==> config.mk <==
export PLATFORM = sky130hd
export DESIGN_NAME = i2c_target_addr_match
export DESIGN_NICKNAME = d
export VERILOG_FILES = /design/src/rtl/i2cam_pkg.sv /design/src/rtl/i2cam_id_cmp.sv /design/src/rtl/i2cam_req_gate.sv /design/src/rtl/i2c_target_addr_match.sv
export SDC_FILE = /design/constraint.sdc
export NUM_CORES = 1
export LEC_CHECK = 0
export BUFFER_PORTS_ARGS = -buffer_cell sky130_fd_sc_hd__buf_2
export CORE_MARGIN = 4
export CORE_UTILIZATION = 31
export CTS_CLUSTER_SIZE = 8
export DETAILED_ROUTE_END_ITERATION = 10
export HOLD_SLACK_MARGIN = 0.03
export MAX_ROUTING_LAYER = met4
export PLACE_DENSITY = 0.56
export SKIP_CTS_REPAIR_TIMING = 1
export SLEW_MARGIN = 20
export SYNTH_ARGS = -nofsm -noshare
export SYNTH_HDL_FRONTEND = slang
export SYNTH_SLANG_ARGS = --single-unit
==> constraint.sdc <==
create_clock -name clk -period 3.1 [get_ports clk]
set_input_delay 0.155 -clock clk [delete_from_list [all_inputs] [get_ports clk]]
set_output_delay 0.155 -clock clk [all_outputs]
set_load 0.01 [all_outputs]
==> src/rtl/i2cam_pkg.sv <==
package i2cam_pkg;
  typedef enum logic [2:0] {
    ST_IDLE,
    ST_ADDR,
    ST_ADDR2,
    ST_GCDATA,
    ST_DATA,
    ST_SKIP
  } am_state_e;

  localparam logic [1:0] GCK_NONE = 2'd0;
  localparam logic [1:0] GCK_GEN  = 2'd1;
  localparam logic [1:0] GCK_HW   = 2'd2;

  localparam logic [4:0] TEN_HDR = 5'b11110;
endpackage

==> src/rtl/i2cam_id_cmp.sv <==
module i2cam_id_cmp #(
  parameter int NUM_IDS = 4,
  parameter int ID_W    = 7,
  parameter int TEN_W   = 10,
  localparam int IDX_W  = $clog2(NUM_IDS)
) (
  input  logic [7:0]              byte_i,
  input  logic [NUM_IDS*ID_W-1:0] id_list_i,
  input  logic [TEN_W-1:0]        ten_addr_i,
  input  logic                    ten_mode_i,
  output logic                    hit7_o,
  output logic [IDX_W-1:0]        idx_o,
  output logic                    gc_hit_o,
  output logic                    hdr_hit_o
);
  import i2cam_pkg::*;

  // lowest index wins: scan downward so the last hit kept is the smallest
  always_comb begin
    hit7_o = 1'b0;
    idx_o  = '0;
    for (int i = NUM_IDS - 1; i >= 0; i--) begin
      if (byte_i[7:1] == id_list_i[i*ID_W +: ID_W]) begin
        hit7_o = !ten_mode_i;
        idx_o  = IDX_W'(i);
      end
    end
  end

  assign gc_hit_o  = (byte_i == 8'h00);
  assign hdr_hit_o = ten_mode_i &&
                     (byte_i[7:1] == {TEN_HDR, ten_addr_i[TEN_W-1:TEN_W-2]});
endmodule

==> src/rtl/i2cam_req_gate.sv <==
module i2cam_req_gate #(
  parameter int NUM_SRC = 4
) (
  input  logic [NUM_SRC-1:0] req_i,
  input  logic [NUM_SRC-1:0] ie_i,
  input  logic               rx_req_i,
  input  logic               tx_req_i,
  input  logic               dma_rx_en_i,
  input  logic               dma_tx_en_i,
  output logic               irq_o,
  output logic               rx_dma_o,
  output logic               tx_dma_o
);
  logic [NUM_SRC-1:0] gated;

  for (genvar g = 0; g < NUM_SRC; g++) begin : g_src
    assign gated[g] = req_i[g] & ie_i[g];
  end

  assign irq_o    = |gated;
  assign rx_dma_o = rx_req_i & dma_rx_en_i;
  assign tx_dma_o = tx_req_i & dma_tx_en_i;
endmodule

==> src/rtl/i2c_target_addr_match.sv <==
module i2c_target_addr_match #(
  parameter int NUM_IDS = 4,
  parameter int ID_W    = 7,
  parameter int TEN_W   = 10,
  localparam int IDX_W  = $clog2(NUM_IDS),
  localparam int LIST_W = NUM_IDS * ID_W
) (
  input  logic              clk,
  input  logic              rst,
  input  logic [7:0]        rx_byte_i,
  input  logic              byte_done_i,
  input  logic              dir_edge_i,
  input  logic              start_i,
  input  logic              stop_i,
  input  logic [LIST_W-1:0] id_list_i,
  input  logic              ten_mode_i,
  input  logic [TEN_W-1:0]  ten_addr_i,
  input  logic              gc_en_i,
  input  logic              hwgc_en_i,
  input  logic [7:0]        alt_i,
  input  logic              nack_next_i,
  input  logic              gc_clear_i,
  input  logic              early_tx_i,
  input  logic              ie_rx_i,
  input  logic              ie_tx_i,
  input  logic              ie_stop_i,
  input  logic              ie_rs_i,
  input  logic              dma_rx_en_i,
  input  logic              dma_tx_en_i,
  output logic              ack_o,
  output logic [IDX_W-1:0]  match_idx_o,
  output logic              dir_rd_o,
  output logic              gc_status_o,
  output logic [1:0]        gc_id_o,
  output logic              hwgc_o,
  output logic              rx_req_o,
  output logic              tx_req_o,
  output logic              stop_req_o,
  output logic              rs_req_o,
  output logic              irq_o,
  output logic              rx_dma_o,
  output logic              tx_dma_o
);
  import i2cam_pkg::*;

  am_state_e        state_q;
  logic             ten_ok_q;
  logic             hit7, gc_hit, hdr_hit;
  logic [IDX_W-1:0] cmp_idx;
  logic             rw_bit;
  logic             read_hit;
  logic [7:0]       alt_cmp;

  i2cam_id_cmp #(
    .NUM_IDS(NUM_IDS), .ID_W(ID_W), .TEN_W(TEN_W)
  ) u_cmp (
    .byte_i     (rx_byte_i),
    .id_list_i  (id_list_i),
    .ten_addr_i (ten_addr_i),
    .ten_mode_i (ten_mode_i),
    .hit7_o     (hit7),
    .idx_o      (cmp_idx),
    .gc_hit_o   (gc_hit),
    .hdr_hit_o  (hdr_hit)
  );

  assign rw_bit   = rx_byte_i[0];
  assign alt_cmp  = alt_i | 8'h01;
  assign read_hit = rw_bit && !nack_next_i && (hit7 || (hdr_hit && ten_ok_q));

  always_ff @(posedge clk) begin
    if (rst) begin
      state_q     <= ST_IDLE;
      ten_ok_q    <= 1'b0;
      ack_o       <= 1'b0;
      match_idx_o <= '0;
      dir_rd_o    <= 1'b0;
      gc_status_o <= 1'b0;
      gc_id_o     <= GCK_NONE;
      hwgc_o      <= 1'b0;
      rx_req_o    <= 1'b0;
      tx_req_o    <= 1'b0;
      stop_req_o  <= 1'b0;
      rs_req_o    <= 1'b0;
    end else begin
      rx_req_o   <= 1'b0;
      tx_req_o   <= 1'b0;
      stop_req_o <= 1'b0;
      rs_req_o   <= 1'b0;
      // clear first so that a same-cycle general-call event overrides it
      if (gc_clear_i) begin
        gc_status_o <= 1'b0;
        gc_id_o     <= GCK_NONE;
        hwgc_o      <= 1'b0;
      end
      if (stop_i) begin
        state_q     <= ST_IDLE;
        ten_ok_q    <= 1'b0;
        ack_o       <= 1'b0;
        match_idx_o <= '0;
        dir_rd_o    <= 1'b0;
        stop_req_o  <= 1'b1;
      end else if (start_i) begin
        if (state_q != ST_IDLE) rs_req_o <= 1'b1;
        state_q <= ST_ADDR;
        ack_o   <= 1'b0;
      end else begin
        if (dir_edge_i && early_tx_i && state_q == ST_ADDR && read_hit)
          tx_req_o <= 1'b1;
        if (byte_done_i) begin
          case (state_q)
            ST_ADDR: begin
              if (nack_next_i) begin
                ack_o   <= 1'b0;
                state_q <= ST_SKIP;
              end else if (gc_hit && gc_en_i) begin
                ack_o       <= 1'b1;
                dir_rd_o    <= 1'b0;
                gc_status_o <= 1'b1;
                gc_id_o     <= GCK_GEN;
                state_q     <= ST_GCDATA;
              end else if (hit7 || (hdr_hit && rw_bit && ten_ok_q)) begin
                ack_o       <= 1'b1;
                match_idx_o <= hit7 ? cmp_idx : '0;
                dir_rd_o    <= rw_bit;
                state_q     <= ST_DATA;
                if (rw_bit && !early_tx_i) tx_req_o <= 1'b1;
              end else if (hdr_hit && !rw_bit) begin
                ack_o    <= 1'b1;
                dir_rd_o <= 1'b0;
                state_q  <= ST_ADDR2;
              end else begin
                ack_o   <= 1'b0;
                state_q <= ST_SKIP;
              end
            end
            ST_ADDR2: begin
              if (rx_byte_i == ten_addr_i[7:0]) begin
                ack_o       <= 1'b1;
                ten_ok_q    <= 1'b1;
                match_idx_o <= '0;
                state_q     <= ST_DATA;
              end else begin
                ack_o   <= 1'b0;
                state_q <= ST_SKIP;
              end
            end
            ST_GCDATA: begin
              ack_o    <= 1'b1;
              rx_req_o <= 1'b1;
              state_q  <= ST_DATA;
              if (hwgc_en_i && gc_en_i && rx_byte_i == alt_cmp) begin
                hwgc_o  <= 1'b1;
                gc_id_o <= GCK_HW;
              end
            end
            ST_DATA: begin
              if (dir_rd_o) begin
                ack_o    <= 1'b0;
                tx_req_o <= 1'b1;
              end else begin
                ack_o    <= 1'b1;
                rx_req_o <= 1'b1;
              end
            end
            default: ack_o <= 1'b0;
          endcase
        end
      end
    end
  end

  i2cam_req_gate #(.NUM_SRC(4)) u_gate (
    .req_i       ({rs_req_o, stop_req_o, tx_req_o, rx_req_o}),
    .ie_i        ({ie_rs_i, ie_stop_i, ie_tx_i, ie_rx_i}),
    .rx_req_i    (rx_req_o),
    .tx_req_i    (tx_req_o),
    .dma_rx_en_i (dma_rx_en_i),
    .dma_tx_en_i (dma_tx_en_i),
    .irq_o       (irq_o),
    .rx_dma_o    (rx_dma_o),
    .tx_dma_o    (tx_dma_o)
  );
endmodule

==> results.sh <==
export IMPL_path_class="flip-flop to flip-flop"
export IMPL_clock_sinks=16
export IMPL_synth_largest_area_cell="dfxtp_1"
export IMPL_antenna_found_initial=0
export IMPL_p_per_area_nw_per_um2=265.6
export IMPL_synth_edf_count=0
export IMPL_grt_pass1_wl_mm=7.251
export IMPL_drc=0
export IMPL_clk_latency_ns=0.25
export IMPL_reg2reg_depth=5
export IMPL_synth_distinct_cells=47
export IMPL_post_route_period_util_pct=64.54
export IMPL_worst_ep_arrival_time_ns=2.18
export IMPL_async_flop_share_pct=0
export IMPL_hold_depth=2
export IMPL_ios=87
export IMPL_synth_cells=197
export IMPL_worst_ep_required_time_ns=3.28
export IMPL_globalplace_congestion=0.7811
export IMPL_layout_drive_gt1_share_pct=36.96
export IMPL_rsz0062_at_grt="false"
export IMPL_die_height_um=79.74
export IMPL_initial_core_util_pct=32.90
export IMPL_cts_buffers=3
export IMPL_first_global_vias=1537
export IMPL_crit_fanout=13
export IMPL_io_buffer_count=85
export IMPL_rows=25
export IMPL_ir_drop_mv=0.1061
export IMPL_avgSynthCellArea_um2=8.098
export IMPL_skew_ns=0.004124
export IMPL_fmax_mhz=499.8
export IMPL_num_antenna_cells=0
export IMPL_netlist_area_um2=1595
export IMPL_synth_nets=269
export IMPL_dieArea_um2=6358
export IMPL_final_cell_mix="85 x buf_2, 24 x xor2_1, 21 x xnor2_1, 16 x nor2_1, 16 x dfxtp_1"
export IMPL_clk_root_buffer_cell="clkbuf_8"
export IMPL_p_leak_nw=0.8566
export IMPL_clockBufferDepth=2
export IMPL_relSlewSlack_pct=51.20
export IMPL_clkTransAtPathRegs_ns=0.07
export IMPL_grt_start_max_net_pins=14
export IMPL_dr_pass1_iters=4
export IMPL_max_cap_violations=0
export IMPL_total_power_w=0.0005543
export IMPL_fin_setup_tns_ns=0
export IMPL_ant_nets=0
export IMPL_cts_max_level=1
export IMPL_fin_crit_ns=2.001
export IMPL_drt_iter0_drc=91
export IMPL_hp_class="input pin to flip-flop"
export IMPL_setup_viol=0
export IMPL_ys_warn_count=0
export IMPL_ys_flop_type="dfxtp_1"
export IMPL_crit_path_start_kind="flip-flop"
export IMPL_synth_top_cell_area_share_pct=20.08
export IMPL_die_w_um=79.74
export IMPL_viasPerCell=4.883
export IMPL_synth_ff_latch_count=16
export IMPL_track_usage_pct=14.60
export IMPL_synthTopCellsByArea="dfxtp_1 20%, xor2_1 13%, xnor2_1 12%"
export IMPL_nets=349
export IMPL_critPathCaptureType="flip-flop"
export IMPL_tightest_slew_ns=0.7252
export IMPL_finalHoldViolations=0
export IMPL_yosysSeqAreaShare_pct=20.08
export IMPL_vias=1675
export IMPL_slew_violations=0
export IMPL_status="finished clean"
export IMPL_avgRoutedWirePerCell_um=13.55
export IMPL_core_region_area_um2=4848
export IMPL_area_growth_pct=30.82
export IMPL_grt_overflow_total=0
export IMPL_layout_commonest_cell="buf_2"
export IMPL_cts_tree="built"
export IMPL_wl_mm=4.646
export IMPL_dp_hpwl_mm=3.845
per-layer routing:
| layer | up-vias | share of wire [%] | wire, um | track usage (%) |
|---|---|---|---|---|
| met5 | - | 0 | 0 | - |
| met4 | 0 | 0.71 | 33 | 4.054 |
| met3 | 2 | 9.3 | 432 | 2.596 |
| met2 | 79 | 42 | 1966 | 21.70 |
| met1 | 728 | 48 | 2214 | 20.30 |
| li1 | 866 | - | - | - |
stage by stage:
step           util [%]  std cells  area [um^2]  setup slack (ns)  hold slack (ns)
5_1_grt           43.05        343         2087            0.9122           0.1761
3_3_place_gp      41.91        339         2032             1.139           0.4126
4_1_cts           43.05        343         2087             1.117           0.1452
2_1_floorplan         -        197         1595             1.430           0.2241
3_5_place_dp      41.91        339         2032             1.113           0.4105
6_report          43.05        343         2087             1.099           0.1487
cell type report:
class                   instances  area, um^2
flip-flops and latches         16       320.3
repair buffers                 85       425.4
well taps                      67       83.83
fillers                       495        2761
multi-input cells             168        1191
inverters                       3       11.26
clock buffers                   4       55.05
path summary, 6_finish.rpt:
check	endpoint	start	slack [ns]
max	match_idx_o[0]	state_q[0]	1.10
min	gc_status_o	rst	0.15
max reg2reg	match_idx_o[0]	state_q[0]	1.10
min reg2reg	match_idx_o[0]	match_idx_o[0]	0.46
sequential cells by signal, indices dropped and copies added (netlist names):
register	cells
hwgc_o	1
rx_req_o	1
stop_req_o	1
gc_status_o	1
rs_req_o	1
gc_id_o	2
match_idx_o	2
dir_rd_o	1
ack_o	1
tx_req_o	1
ten_ok_q	1
state_q	3
logic make-up (layout without fill, tap and decap cells):
group / after synthesis / in the layout / share of synthesized area [%]
AND/OR/NAND/NOR: 84 / 84 / 30.75
XOR/XNOR: 45 / 45 / 24.71
AO/OA/AOI/OAI: 37 / 37 / 17.96
flip-flops: 16 / 16 / 20.08
buffers and inverters: 13 / 92 / 5.255
multiplexers: 2 / 2 / 1.255
synth_stat cells (2+ instances only):
library cell  count
buf_4             5
nor3_1            3
nand2b_1          6
nand4b_1          2
o211ai_1          3
xnor2_1          21
clkbuf_1          2
nor4_2            2
buf_6             2
dfxtp_1          16
nand3_1           2
mux2i_1           2
a31oi_1           2
o21ai_0           8
and2_1            2
a211oi_1          2
nand3b_1          2
or3_1             2
and3_1            2
nor2_1           16
inv_1             3
a22oi_1           2
xor2_1           24
a21oi_1           9
nand4_1          10
nor4_1            8
nor2b_1           7
nand2_1          13
where the power goes:
part           internal (W)  switching [W]  total [W]
Clock              0.000113      0.0000741   0.000187
Sequential         0.000207     0.00000307   0.000210
Combinational     0.0000773      0.0000801   0.000157
critical path, stage by stage, from the launching register on:
cell and delay, ns:
dfxtp_1 0.56, or4b_1 0.52, nor4_1 0.34, o21ai_0 0.17
o21ai_0 0.15, mux2i_1 0.20
(Power assumes the default switching activity.)
